<file path="config.mk">
export PLATFORM = sky130hd
export DESIGN_NAME = stream_mem_writer
export DESIGN_NICKNAME = d
export VERILOG_FILES = /design/src/rtl/ow_pkg.sv /design/src/rtl/ow_cfg_regs.sv /design/src/rtl/ow_write_seq.sv /design/src/rtl/stream_mem_writer.sv
export SDC_FILE = /design/constraint.sdc
export NUM_CORES = 1
export LEC_CHECK = 0
export BUFFER_PORTS_ARGS = -buffer_cell sky130_fd_sc_hd__buf_2
export CORE_UTILIZATION = 54
export CTS_CLUSTER_DIAMETER = 100
export DETAILED_ROUTE_END_ITERATION = 8
export MAX_ROUTING_LAYER = met4
export PLACE_DENSITY_LB_ADDON = 0.15
export SETUP_SLACK_MARGIN = 0.02
export SLEW_MARGIN = 25
export SYNTH_ARGS = -nofsm -noshare
export SYNTH_HDL_FRONTEND = slang
export SYNTH_SLANG_ARGS = --single-unit
</file>
<file path="constraint.sdc">
create_clock -name clk_i -period 3.44 [get_ports clk_i]
set_clock_uncertainty 0.15 [all_clocks]
set_input_delay 0.516 -clock clk_i [delete_from_list [all_inputs] [get_ports clk_i]]
set_output_delay 0.516 -clock clk_i [all_outputs]
set_load 0.02 [all_outputs]
</file>
<file path="src/rtl/ow_pkg.sv">
package ow_pkg;
  typedef enum logic [1:0] {
    REG_COUNT  = 2'd0,
    REG_START  = 2'd1,
    REG_LENGTH = 2'd2
  } ow_reg_e;

  localparam int unsigned SEL_W = 2;
endpackage

</file>
<file path="src/rtl/ow_cfg_regs.sv">
module ow_cfg_regs
  import ow_pkg::*;
#(
  parameter int unsigned ADDR_W = 24,
  parameter int unsigned LEN_W  = 16,
  parameter int unsigned CFG_W  = 24
) (
  input  logic              clk_i,
  input  logic              rst_ni,
  input  logic              we_i,
  input  logic [SEL_W-1:0]  sel_i,
  input  logic [CFG_W-1:0]  wdata_i,
  input  logic              busy_i,
  input  logic [LEN_W-1:0]  cnt_i,
  output logic [CFG_W-1:0]  rdata_o,
  output logic [ADDR_W-1:0] start_o,
  output logic [LEN_W-1:0]  len_o,
  output logic              armed_o,
  output logic              arm_o
);
  logic [ADDR_W-1:0] start_q;
  logic [LEN_W-1:0]  len_q;
  logic              armed_q;
  ow_reg_e           sel;

  assign sel   = ow_reg_e'(sel_i);
  // arming is refused while a write is in flight
  assign arm_o = we_i && (sel == REG_LENGTH) && !busy_i;

  always_ff @(posedge clk_i or negedge rst_ni) begin
    if (!rst_ni) begin
      start_q <= '0;
      len_q   <= '0;
      armed_q <= 1'b0;
    end else begin
      if (we_i && sel == REG_START) start_q <= wdata_i[ADDR_W-1:0];
      if (arm_o) begin
        len_q   <= wdata_i[LEN_W-1:0];
        armed_q <= 1'b1;
      end
    end
  end

  always_comb begin
    rdata_o = '0;
    case (sel)
      REG_COUNT:  rdata_o = CFG_W'(cnt_i);
      REG_START:  rdata_o = CFG_W'(start_q);
      REG_LENGTH: rdata_o = CFG_W'(len_q);
      default:    rdata_o = '0;
    endcase
  end

  assign start_o = start_q;
  assign len_o   = len_q;
  assign armed_o = armed_q;
endmodule

</file>
<file path="src/rtl/ow_write_seq.sv">
module ow_write_seq #(
  parameter int unsigned ADDR_W = 24,
  parameter int unsigned LEN_W  = 16,
  parameter int unsigned DATA_W = 32
) (
  input  logic              clk_i,
  input  logic              rst_ni,
  input  logic              arm_i,
  input  logic              armed_i,
  input  logic [ADDR_W-1:0] start_i,
  input  logic [LEN_W-1:0]  len_i,
  input  logic              s_valid_i,
  input  logic [DATA_W-1:0] s_data_i,
  output logic              s_ready_o,
  output logic              mem_req_o,
  output logic [ADDR_W-1:0] mem_addr_o,
  output logic [DATA_W-1:0] mem_data_o,
  input  logic              mem_ack_i,
  output logic [LEN_W-1:0]  cnt_o,
  output logic              done_o,
  output logic              busy_o
);
  logic              pend_q;
  logic [ADDR_W-1:0] addr_q;
  logic [DATA_W-1:0] data_q;
  logic [LEN_W-1:0]  cnt_q;
  logic              full;
  logic              accept;

  assign full      = armed_i && (cnt_q == len_i);
  assign s_ready_o = armed_i && !pend_q && !full && !arm_i;
  assign accept    = s_valid_i && s_ready_o;

  always_ff @(posedge clk_i or negedge rst_ni) begin
    if (!rst_ni) begin
      pend_q <= 1'b0;
      addr_q <= '0;
      data_q <= '0;
      cnt_q  <= '0;
    end else begin
      if (arm_i) begin
        cnt_q <= '0;
      end else if (pend_q && mem_ack_i) begin
        cnt_q  <= cnt_q + 1'b1;
        pend_q <= 1'b0;
      end
      if (accept) begin
        pend_q <= 1'b1;
        addr_q <= start_i + ADDR_W'(cnt_q);
        data_q <= s_data_i;
      end
    end
  end

  assign mem_req_o  = pend_q;
  assign mem_addr_o = addr_q;
  assign mem_data_o = data_q;
  assign cnt_o      = cnt_q;
  assign done_o     = full;
  assign busy_o     = pend_q;
endmodule

</file>
<file path="src/rtl/stream_mem_writer.sv">
module stream_mem_writer
  import ow_pkg::*;
#(
  parameter int unsigned ADDR_W = 24,
  parameter int unsigned LEN_W  = 16,
  parameter int unsigned DATA_W = 32,
  localparam int unsigned CFG_W = (ADDR_W > LEN_W) ? ADDR_W : LEN_W
) (
  input  logic              clk_i,
  input  logic              rst_ni,
  input  logic              cfg_we_i,
  input  logic [1:0]        cfg_sel_i,
  input  logic [CFG_W-1:0]  cfg_wdata_i,
  output logic [CFG_W-1:0]  cfg_rdata_o,
  input  logic              s_valid_i,
  input  logic [DATA_W-1:0] s_data_i,
  output logic              s_ready_o,
  output logic              mem_req_o,
  output logic [ADDR_W-1:0] mem_addr_o,
  output logic [DATA_W-1:0] mem_data_o,
  input  logic              mem_ack_i,
  output logic              done_o
);
  logic [ADDR_W-1:0] start;
  logic [LEN_W-1:0]  len;
  logic [LEN_W-1:0]  cnt;
  logic              armed;
  logic              arm;
  logic              busy;

  ow_cfg_regs #(.ADDR_W(ADDR_W), .LEN_W(LEN_W), .CFG_W(CFG_W)) u_regs (
    .clk_i   (clk_i),
    .rst_ni  (rst_ni),
    .we_i    (cfg_we_i),
    .sel_i   (cfg_sel_i),
    .wdata_i (cfg_wdata_i),
    .busy_i  (busy),
    .cnt_i   (cnt),
    .rdata_o (cfg_rdata_o),
    .start_o (start),
    .len_o   (len),
    .armed_o (armed),
    .arm_o   (arm)
  );

  ow_write_seq #(.ADDR_W(ADDR_W), .LEN_W(LEN_W), .DATA_W(DATA_W)) u_seq (
    .clk_i      (clk_i),
    .rst_ni     (rst_ni),
    .arm_i      (arm),
    .armed_i    (armed),
    .start_i    (start),
    .len_i      (len),
    .s_valid_i  (s_valid_i),
    .s_data_i   (s_data_i),
    .s_ready_o  (s_ready_o),
    .mem_req_o  (mem_req_o),
    .mem_addr_o (mem_addr_o),
    .mem_data_o (mem_data_o),
    .mem_ack_i  (mem_ack_i),
    .cnt_o      (cnt),
    .done_o     (done_o),
    .busy_o     (busy)
  );
endmodule

</file>
==> results of run 1 <==
==> metal layers <==
layer | global-route usage (%) | wire length, um | vias up
li1 | - | - | 2401
met5 | - | 0 | -
met2 | 43.9 | 7050 | 168
met1 | 35.3 | 6810 | 2366
met3 | 6.03 | 772 | 22
met4 | 8.51 | 199 | 0
==> final timing paths <==
kind                                        end  slack [ns]
max reg2reg                u_seq.mem_addr_o[22]        0.61
min                        u_seq.mem_data_o[18]        0.04
min reg2reg                 u_seq.mem_data_o[0]        0.32
max in group asynchronous  u_seq.mem_data_o[31]        1.79
max                                      done_o        0.45
min in group asynchronous   u_seq.mem_addr_o[7]        0.47
==> layout by cell type, fill, tap and decap left out, types with 3 or more instances in the layout <==
cell and count:
a21o_1 7, a21oi_1 17, a31oi_1 4, and2_1 12, buf_12 3, buf_2 144, buf_4 8, clkbuf_16 16
clkbuf_8 6, clkinv_2 3, dfrtp_1 114, ha_1 17, inv_1 8, mux2_2 40, mux2i_1 16, nand2_1 144
nand2_2 10, nand3_1 15, nand4_1 12, nor2_1 31, nor3_1 5, o2111ai_1 3, o21a_1 3, o21ai_0 23
o21ai_1 3, o21ai_2 10, o31ai_1 3, or2_2 3, or3_1 5, or4_1 3, xnor2_1 24, xor2_1 16
==> logic make-up after synthesis <==
family / after synthesis / synth area share [%]
buf+inv: 36 / 3.67
simple gates: 253 / 19.0
mux: 56 / 10.1
fa+ha+maj: 18 / 3.83
compound gates: 93 / 10.6
xor+xnor: 40 / 5.77
flops: 114 / 47.0
==> tightest hold or removal path, cell delays in order <==
cell and delay (ns):
buf_2 0.08, nand2_1 0.04, nand2_1 0.05
==> power by group through the flow <==
stage / Combinational [mW] / Sequential, mW / Clock, mW
floorplan: 0.931 / 2.38 / 0
global placement: 1.81 / 2.08 / 0
detailed placement: 1.84 / 2.10 / 0
CTS: 1.86 / 2.08 / 1.63
global route: 2.02 / 2.14 / 1.70
finish: 1.84 / 2.09 / 1.61
==> layout make-up <==
cell class              count  area, um^2
clock buffers              24         490
clock inverters             5        52.6
flip-flops and latches    114        2850
inverters                   8        30.0
repair buffers            156         851
well taps                 140         175
fillers                   881        3440
multi-input cells         460        3000
==> registers in the layout, summed over array words and instances, names as in the netlist <==
signal / count
u_seq.busy_o: 1
u_seq.cnt_o: 16
u_seq.mem_data_o: 32
u_regs.armed_o: 1
u_seq.mem_addr_o: 24
u_regs.len_o: 16
u_regs.start_o: 24
==> reports/qor.log, run 1 <==
qor: cts.ctsHoldBuffers 1
qor: worst_setup_path.cp_max_stage_cell nor4_4
qor: worst_setup_path.critPathLaunchType register
qor: cts.tritoncts_num_sinks 114
qor: grt.grt_pass1_wl 23,600 um
qor: worst_setup_path.crit_path_cell_trace xnor2_1 -> nand4_1 -> nor4_4 -> and2_1 -> buf_2
qor: cts.tritoncts_clock_tree done
qor: run_status.outcome finished, final reports clean
qor: grt.grt-ovfl-total 0
qor: layout.final_core_utilization 68.4%
qor: layout.area_growth_syn_to_layout 22.7%
qor: cts.numCtsBuffers 17
qor: cts.cts_resized 0
qor: hold_path.holdPathStages 3
qor: floorplanning.row_count 38
qor: drt.drt-vias-per-instance 5.47
qor: cts.clk_pin_slew 0.06 ns
qor: power.power_density 743 nW/um^2
qor: drt.route.detailed.wl_per_inst 16.4 um
qor: hold_path.min-delay-path-class in -> reg
qor: cts.clk_latency 0.52 ns
qor: grt.number_of_global_route_vias_before_repair 4,841
qor: sta.timing.final.crit_period 2.99 ns
qor: yosys.synth_commonest_cells nand2_1 (144), dfrtp_1 (114), mux2_2 (40)
qor: sta.period_share 86.8%
qor: worst_setup_path.path_type_of_the_worst_setup_path reg -> out
qor: yosys.synth_area_leaders dfrtp_1 (47%), nand2_1 (8.9%), mux2_2 (7.4%)
qor: worst_setup_path.cp.buffers_inverters 1
qor: grt.gr-usage-all-layers 27.6%
qor: yosys.synth.yosys.seq_area_share 47.0%
qor: yosys.yosys.cell_count.top_type nand2_1
qor: power.power.share.sequential 37.7%
qor: floorplanning.die-height 108 um
qor: floorplanning.die_width 108 um
qor: yosys.syn-mean-instance-area 9.95 um^2
qor: sta.grt_setup_unrepaired no
qor: sta.final.setup.worst_slack 0.453 ns
qor: yosys.yosys.area.top_type dfrtp_1
qor: layout.final-instance-count-excl-fill 907
qor: yosys.synth_warnings 0
qor: drt.totalWireLength 14,800 um
qor: layout.drive_above_1_share 32.9%
qor: power.p_total 5.53 mW
qor: place.place_worst_setup_slack 0.639 ns
qor: worst_setup_path.end_kind primary output
qor: sta.setup_viol_count_final 0
qor: cts.cts_root_cell clkbuf_8
qor: drt.detail_route.first_pass.iterations 5
qor: place.gp_congestion 0.896
qor: drt.route.detailed.drc 0
qor: layout.antennaDiodeCount 0
qor: worst_setup_path.path_depth 5
qor: floorplanning.placeableCoreArea 10,900 um^2
qor: place.dp_hpwl 10,800 um
qor: drt.number_of_design_rule_violations_left_by_the_first_detailed_router_iteration 252
qor: layout.layout.nets 838
qor: worst_setup_path.timing.critical_path.fanout_max 7
qor: grt.grt_antenna_before_repair 0
qor: sta.holdWs 0.0377 ns
qor: yosys.post_synth_instance_area 6070 um^2
qor: worst_setup_path.crit_required 2.77 ns
qor: place.placed_cell_area 6890 um^2
qor: sta.timing_hold_violations_final 0
qor: grt.grt_max_degree 56
qor: worst_setup_path.critPathArrivalTime 2.32 ns
qor: place.portBuffers 145
qor: yosys.synthesis.instances 610
qor: cts.cts_max_path_buffers 2
qor: yosys.synth_nets 691
qor: sta.worst_slew_pin_slew 0.733 ns
qor: yosys.synthDistinctLibCells 60
qor: power.power.leakage 3.69 nW
qor: cts.htree_levels 4
qor: drt.route.antenna.remaining_nets 0
qor: worst_setup_path.crit_family simple AND/OR/NAND/NOR gates
qor: yosys.netlist.area_leader.share 47.0%
qor: power.power.switching_fraction 36.7%
qor: place.place.detailed.instances 877
qor: yosys.synth-edff-count 0
qor: power.cell_internal_pwr 3.50 mW
qor: yosys.synthArstFlopShare 100%
qor: power.comb_power_share 33.3%
qor: sta.timing.slew.headroom 51.2%
qor: power.pwr-share-clk 29.0%
qor: floorplanning.initial_core_util 55.7%
qor: worst_setup_path.r2r-start u_seq.cnt_o[0]
qor: sta.tns 0 ns
qor: floorplanning.number_of_top_level_design_ports 146
qor: worst_setup_path.critPathMaxStageDelay 0.51 ns
qor: drt.num_vias 4,957
qor: floorplanning.floorplan.die_area 11,700 um^2
qor: yosys.ys_seq_elements 114
qor: run.max-cap-violations 0
qor: layout.finish.instance_area 7450 um^2
qor: sta.max_freq 0.335 GHz
qor: yosys.ys.flop_type dfrtp_1
qor: cts.post_cts_buffers 0
qor: power.vdd_ir_drop_max 424 uV
qor: power.p_switching 2.03 mW
qor: worst_setup_path.critical_path.startpoint u_seq.cnt_o[4]
qor: worst_setup_path.reg2reg_depth 8
qor: hold_path.min_from s_data_i[18]
qor: sta.maxSlewViolCount 0
(Power assumes the default switching activity.)
==> inputs of run 2 (changes only) <==
- CORE_UTILIZATION: 54 -> 55
- clock period: 3.44 -> 3.7 ns (I/O delays scaled with it)
==> reports/qor.log, run 2 (synthesis gave the netlist of run 1 again) <==
qor: sta.grt_setup_unrepaired no [unchanged]
qor: sta.timing.slew.headroom 40.5% [was 51.2%]
qor: worst_setup_path.r2r_setup_slack 0.72 ns [was 0.61 ns]
qor: layout.area_growth_syn_to_layout 22.8% [was 22.7%]
qor: drt.num_vias 5,019 [was 4,957]
qor: layout.final-instance-count-excl-fill 905 [was 907]
qor: worst_setup_path.timing.critical_path.fanout_max 6 [was 7]
qor: grt.global_route.usage.met3 5.35% [was 6.03%]
qor: drt.route.antenna.remaining_nets 0 [unchanged]
qor: layout.layout.cells.most_common_list nand2_1 (144), buf_2 (144), dfrtp_1 (114) [unchanged]
qor: cts.clk_latency 0.52 ns [about the same]
qor: grt.gr-max-usage-layer met2 [unchanged]
qor: worst_setup_path.crit_required 2.99 ns [was 2.77 ns]
qor: sta.timing.final.crit_period 3.05 ns
qor: worst_setup_path.end_kind primary output [unchanged]
qor: power.power_density 703 nW/um^2 [was 743 nW/um^2]
qor: layout.antennaDiodeCount 0 [unchanged]
qor: layout.finish.instance_area 7450 um^2 [about the same]
qor: grt.gr-usage-all-layers 28.1% [was 27.6%]
qor: grt.global_route_met2_usage 44.7% [was 43.9%]
qor: grt.grt_use_met1 35.9% [was 35.3%]
qor: sta.timing_hold_violations_final 0 [unchanged]
qor: power.power.share.sequential 37.1% [was 37.7%]
qor: worst_setup_path.reg2reg_depth 6 [was 8]
qor: grt.grt_pass1_wl 23,900 um [was 23,600 um]
qor: floorplanning.placeableCoreArea 10,500 um^2 [was 10,900 um^2]
qor: place.placed_cell_area 6870 um^2 [was 6890 um^2]
qor: grt.grt_max_degree 84 [was 56]
qor: cts.htree_levels 4 [unchanged]
qor: sta.setup_viol_count_final 0 [unchanged]
qor: hold_path.worstHoldEndpoint u_seq.mem_data_o[15] [was u_seq.mem_data_o[18]]
qor: run.max-cap-violations 0 [unchanged]
qor: cts.clk_pin_slew 0.05 ns [was 0.06 ns]
qor: sta.final.setup.worst_slack 0.649 ns [was 0.453 ns]
qor: cts.numCtsBuffers 17 [unchanged]
qor: drt.route.detailed.drc 0 [unchanged]
qor: layout.drive_above_1_share 32.6% [was 32.9%]
qor: run_status.outcome finished, final reports clean [unchanged]
qor: sta.worst_slew_pin_slew 0.893 ns [was 0.733 ns]
qor: hold_path.holdPathStages 3 [unchanged]
qor: hold_path.min-delay-path-class in -> reg [unchanged]
qor: drt.detail_route.first_pass.iterations 5 [unchanged]
qor: floorplanning.die-height 107 um [was 108 um]
qor: drt.number_of_design_rule_violations_left_by_the_first_detailed_router_iteration 298 [was 252]
qor: grt.grt_antenna_before_repair 0 [unchanged]
qor: power.pwr-share-clk 30.2% [was 29.0%]
qor: power.p_total 5.24 mW [was 5.53 mW]
qor: sta.maxSlewViolCount 0 [unchanged]
qor: hold_path.min_from s_data_i[15] [was s_data_i[18]]
qor: power.cell_internal_pwr 3.34 mW [was 3.50 mW]
qor: power.comb_power_share 32.7% [was 33.3%]
qor: worst_setup_path.critPathLaunchType register [unchanged]
qor: grt.number_of_global_route_vias_before_repair 4,811 [was 4,841]
qor: drt.route.detailed.wl_per_inst 16.7 um [was 16.4 um]
qor: worst_setup_path.r2r-start u_seq.cnt_o[5] [was u_seq.cnt_o[0]]
qor: layout.layout.nets 839 [was 838]
qor: cts.cts_max_path_buffers 2 [unchanged]
qor: grt.grt-ovfl-total 0 [unchanged]
qor: place.dp_hpwl 10,900 um [was 10,800 um]
qor: sta.max_freq 0.328 GHz
qor: layout.largest_register_ff_count 32 [unchanged]
qor: place.portBuffers 145 [unchanged]
qor: floorplanning.initial_core_util 57.7% [was 55.7%]
qor: cts.tritoncts_clock_tree done [unchanged]
qor: power.power.switching_fraction 36.2% [was 36.7%]
qor: cts.cts_root_cell clkbuf_8 [unchanged]
qor: floorplanning.floorplan.die_area 11,500 um^2 [was 11,700 um^2]
qor: worst_setup_path.r2r-end u_seq.mem_addr_o[11] [was u_seq.mem_addr_o[22]]
qor: layout.fill_cells 828 [was 881]
qor: sta.period_share 82.5%
qor: place.gp_congestion 0.883 [was 0.896]
qor: worst_setup_path.path_type_of_the_worst_setup_path reg -> out [unchanged]
qor: power.power.leakage 3.70 nW [was 3.69 nW]
qor: sta.tns 0 ns [unchanged]
qor: floorplanning.number_of_top_level_design_ports 146 [unchanged]
qor: floorplanning.die_width 107 um [was 108 um]
qor: floorplanning.row_count 37 [was 38]
qor: cts.tritoncts_num_sinks 114 [unchanged]
qor: power.vdd_ir_drop_max 325 uV [was 424 uV]
qor: drt.drt-vias-per-instance 5.55 [was 5.47]
qor: place.place_worst_setup_slack 0.768 ns [was 0.639 ns]
qor: power.p_switching 1.89 mW [was 2.03 mW]
qor: place.place.detailed.instances 874 [was 877]
qor: drt.totalWireLength 15,100 um [was 14,800 um]
qor: worst_setup_path.critPathArrivalTime 2.35 ns [was 2.32 ns]
-- run 2: cell count changes in the layout (fill, tap and decap cells not counted), sizes merged --
cell      previous run  this run
buf                155       156
bufinv               1         3
clkinvlp             1         0
-- run 2: power groups by stage --
stage / registers, mW / logic [mW] / clock network (mW)
2_1_floorplan: 2.21 / 0.866 / 0
3_3_place_gp: 1.93 / 1.68 / 0
3_5_place_dp: 1.96 / 1.71 / 0
4_1_cts: 1.94 / 1.72 / 1.60
5_1_grt: 1.99 / 1.88 / 1.66
6_report: 1.94 / 1.71 / 1.58
-- run 2: worst max-delay path: stages (launching register included) --
cell and delay, ns:
dfrtp_1 0.46, xnor2_1 0.22, nand4_1 0.23, nor4_4 0.56, and2_1 0.20, buf_2 0.16
-- run 2: timing repair --
action                                  in CTS  in global routing
buffers inserted                             0                  0
endpoints found under the hold margin        0                  6
endpoints found under the setup margin       0                  0
gates resized for setup                      0                  0
hold buffers                                 0                  1
-- run 2: how the worst max path moves through the flow --
stage,from,end,slack [ns],cells after the start
after floorplan,cfg_sel_i[1],cfg_rdata_o[0],1.14,4
after global placement,u_seq.cnt_o[3],u_seq.mem_addr_o[15],0.90,6
after detailed placement,u_seq.cnt_o[5],u_seq.mem_addr_o[11],0.77,6
after CTS,u_seq.cnt_o[5],done_o,0.63,5
after global routing,u_seq.cnt_o[5],u_seq.mem_addr_o[15],0.54,6
final,u_seq.cnt_o[5],done_o,0.65,5
-- run 2: layout make-up --
class / count / area, um^2 / area share, %
clock buffer: 24 / 460 / 6.18
inverter: 8 / 30.0 / 0.403
sequential: 114 / 2850 / 38.3
multi-input combinational: 460 / 3000 / 40.2
tap: 136 / 170 / 2.28
clock inverter: 6 / 105 / 1.41
timing repair buffer: 157 / 837 / 11.2
-- run 2: through the flow --
step                hold slack, ns  utilization, %
floorplan                    0.109               -
global placement             0.302            65.4
detailed placement           0.309            65.4
CTS                         0.0628            70.8
global route                0.0754            70.9
finish                      0.0779            70.9
-- run 2: layer usage --
metal / routed length, um / up-vias
li1: - / 2403
met2: 7400 / 194
met4: 294 / 0
met1: 6530 / 2392
met3: 897 / 30
met5: 0 / -
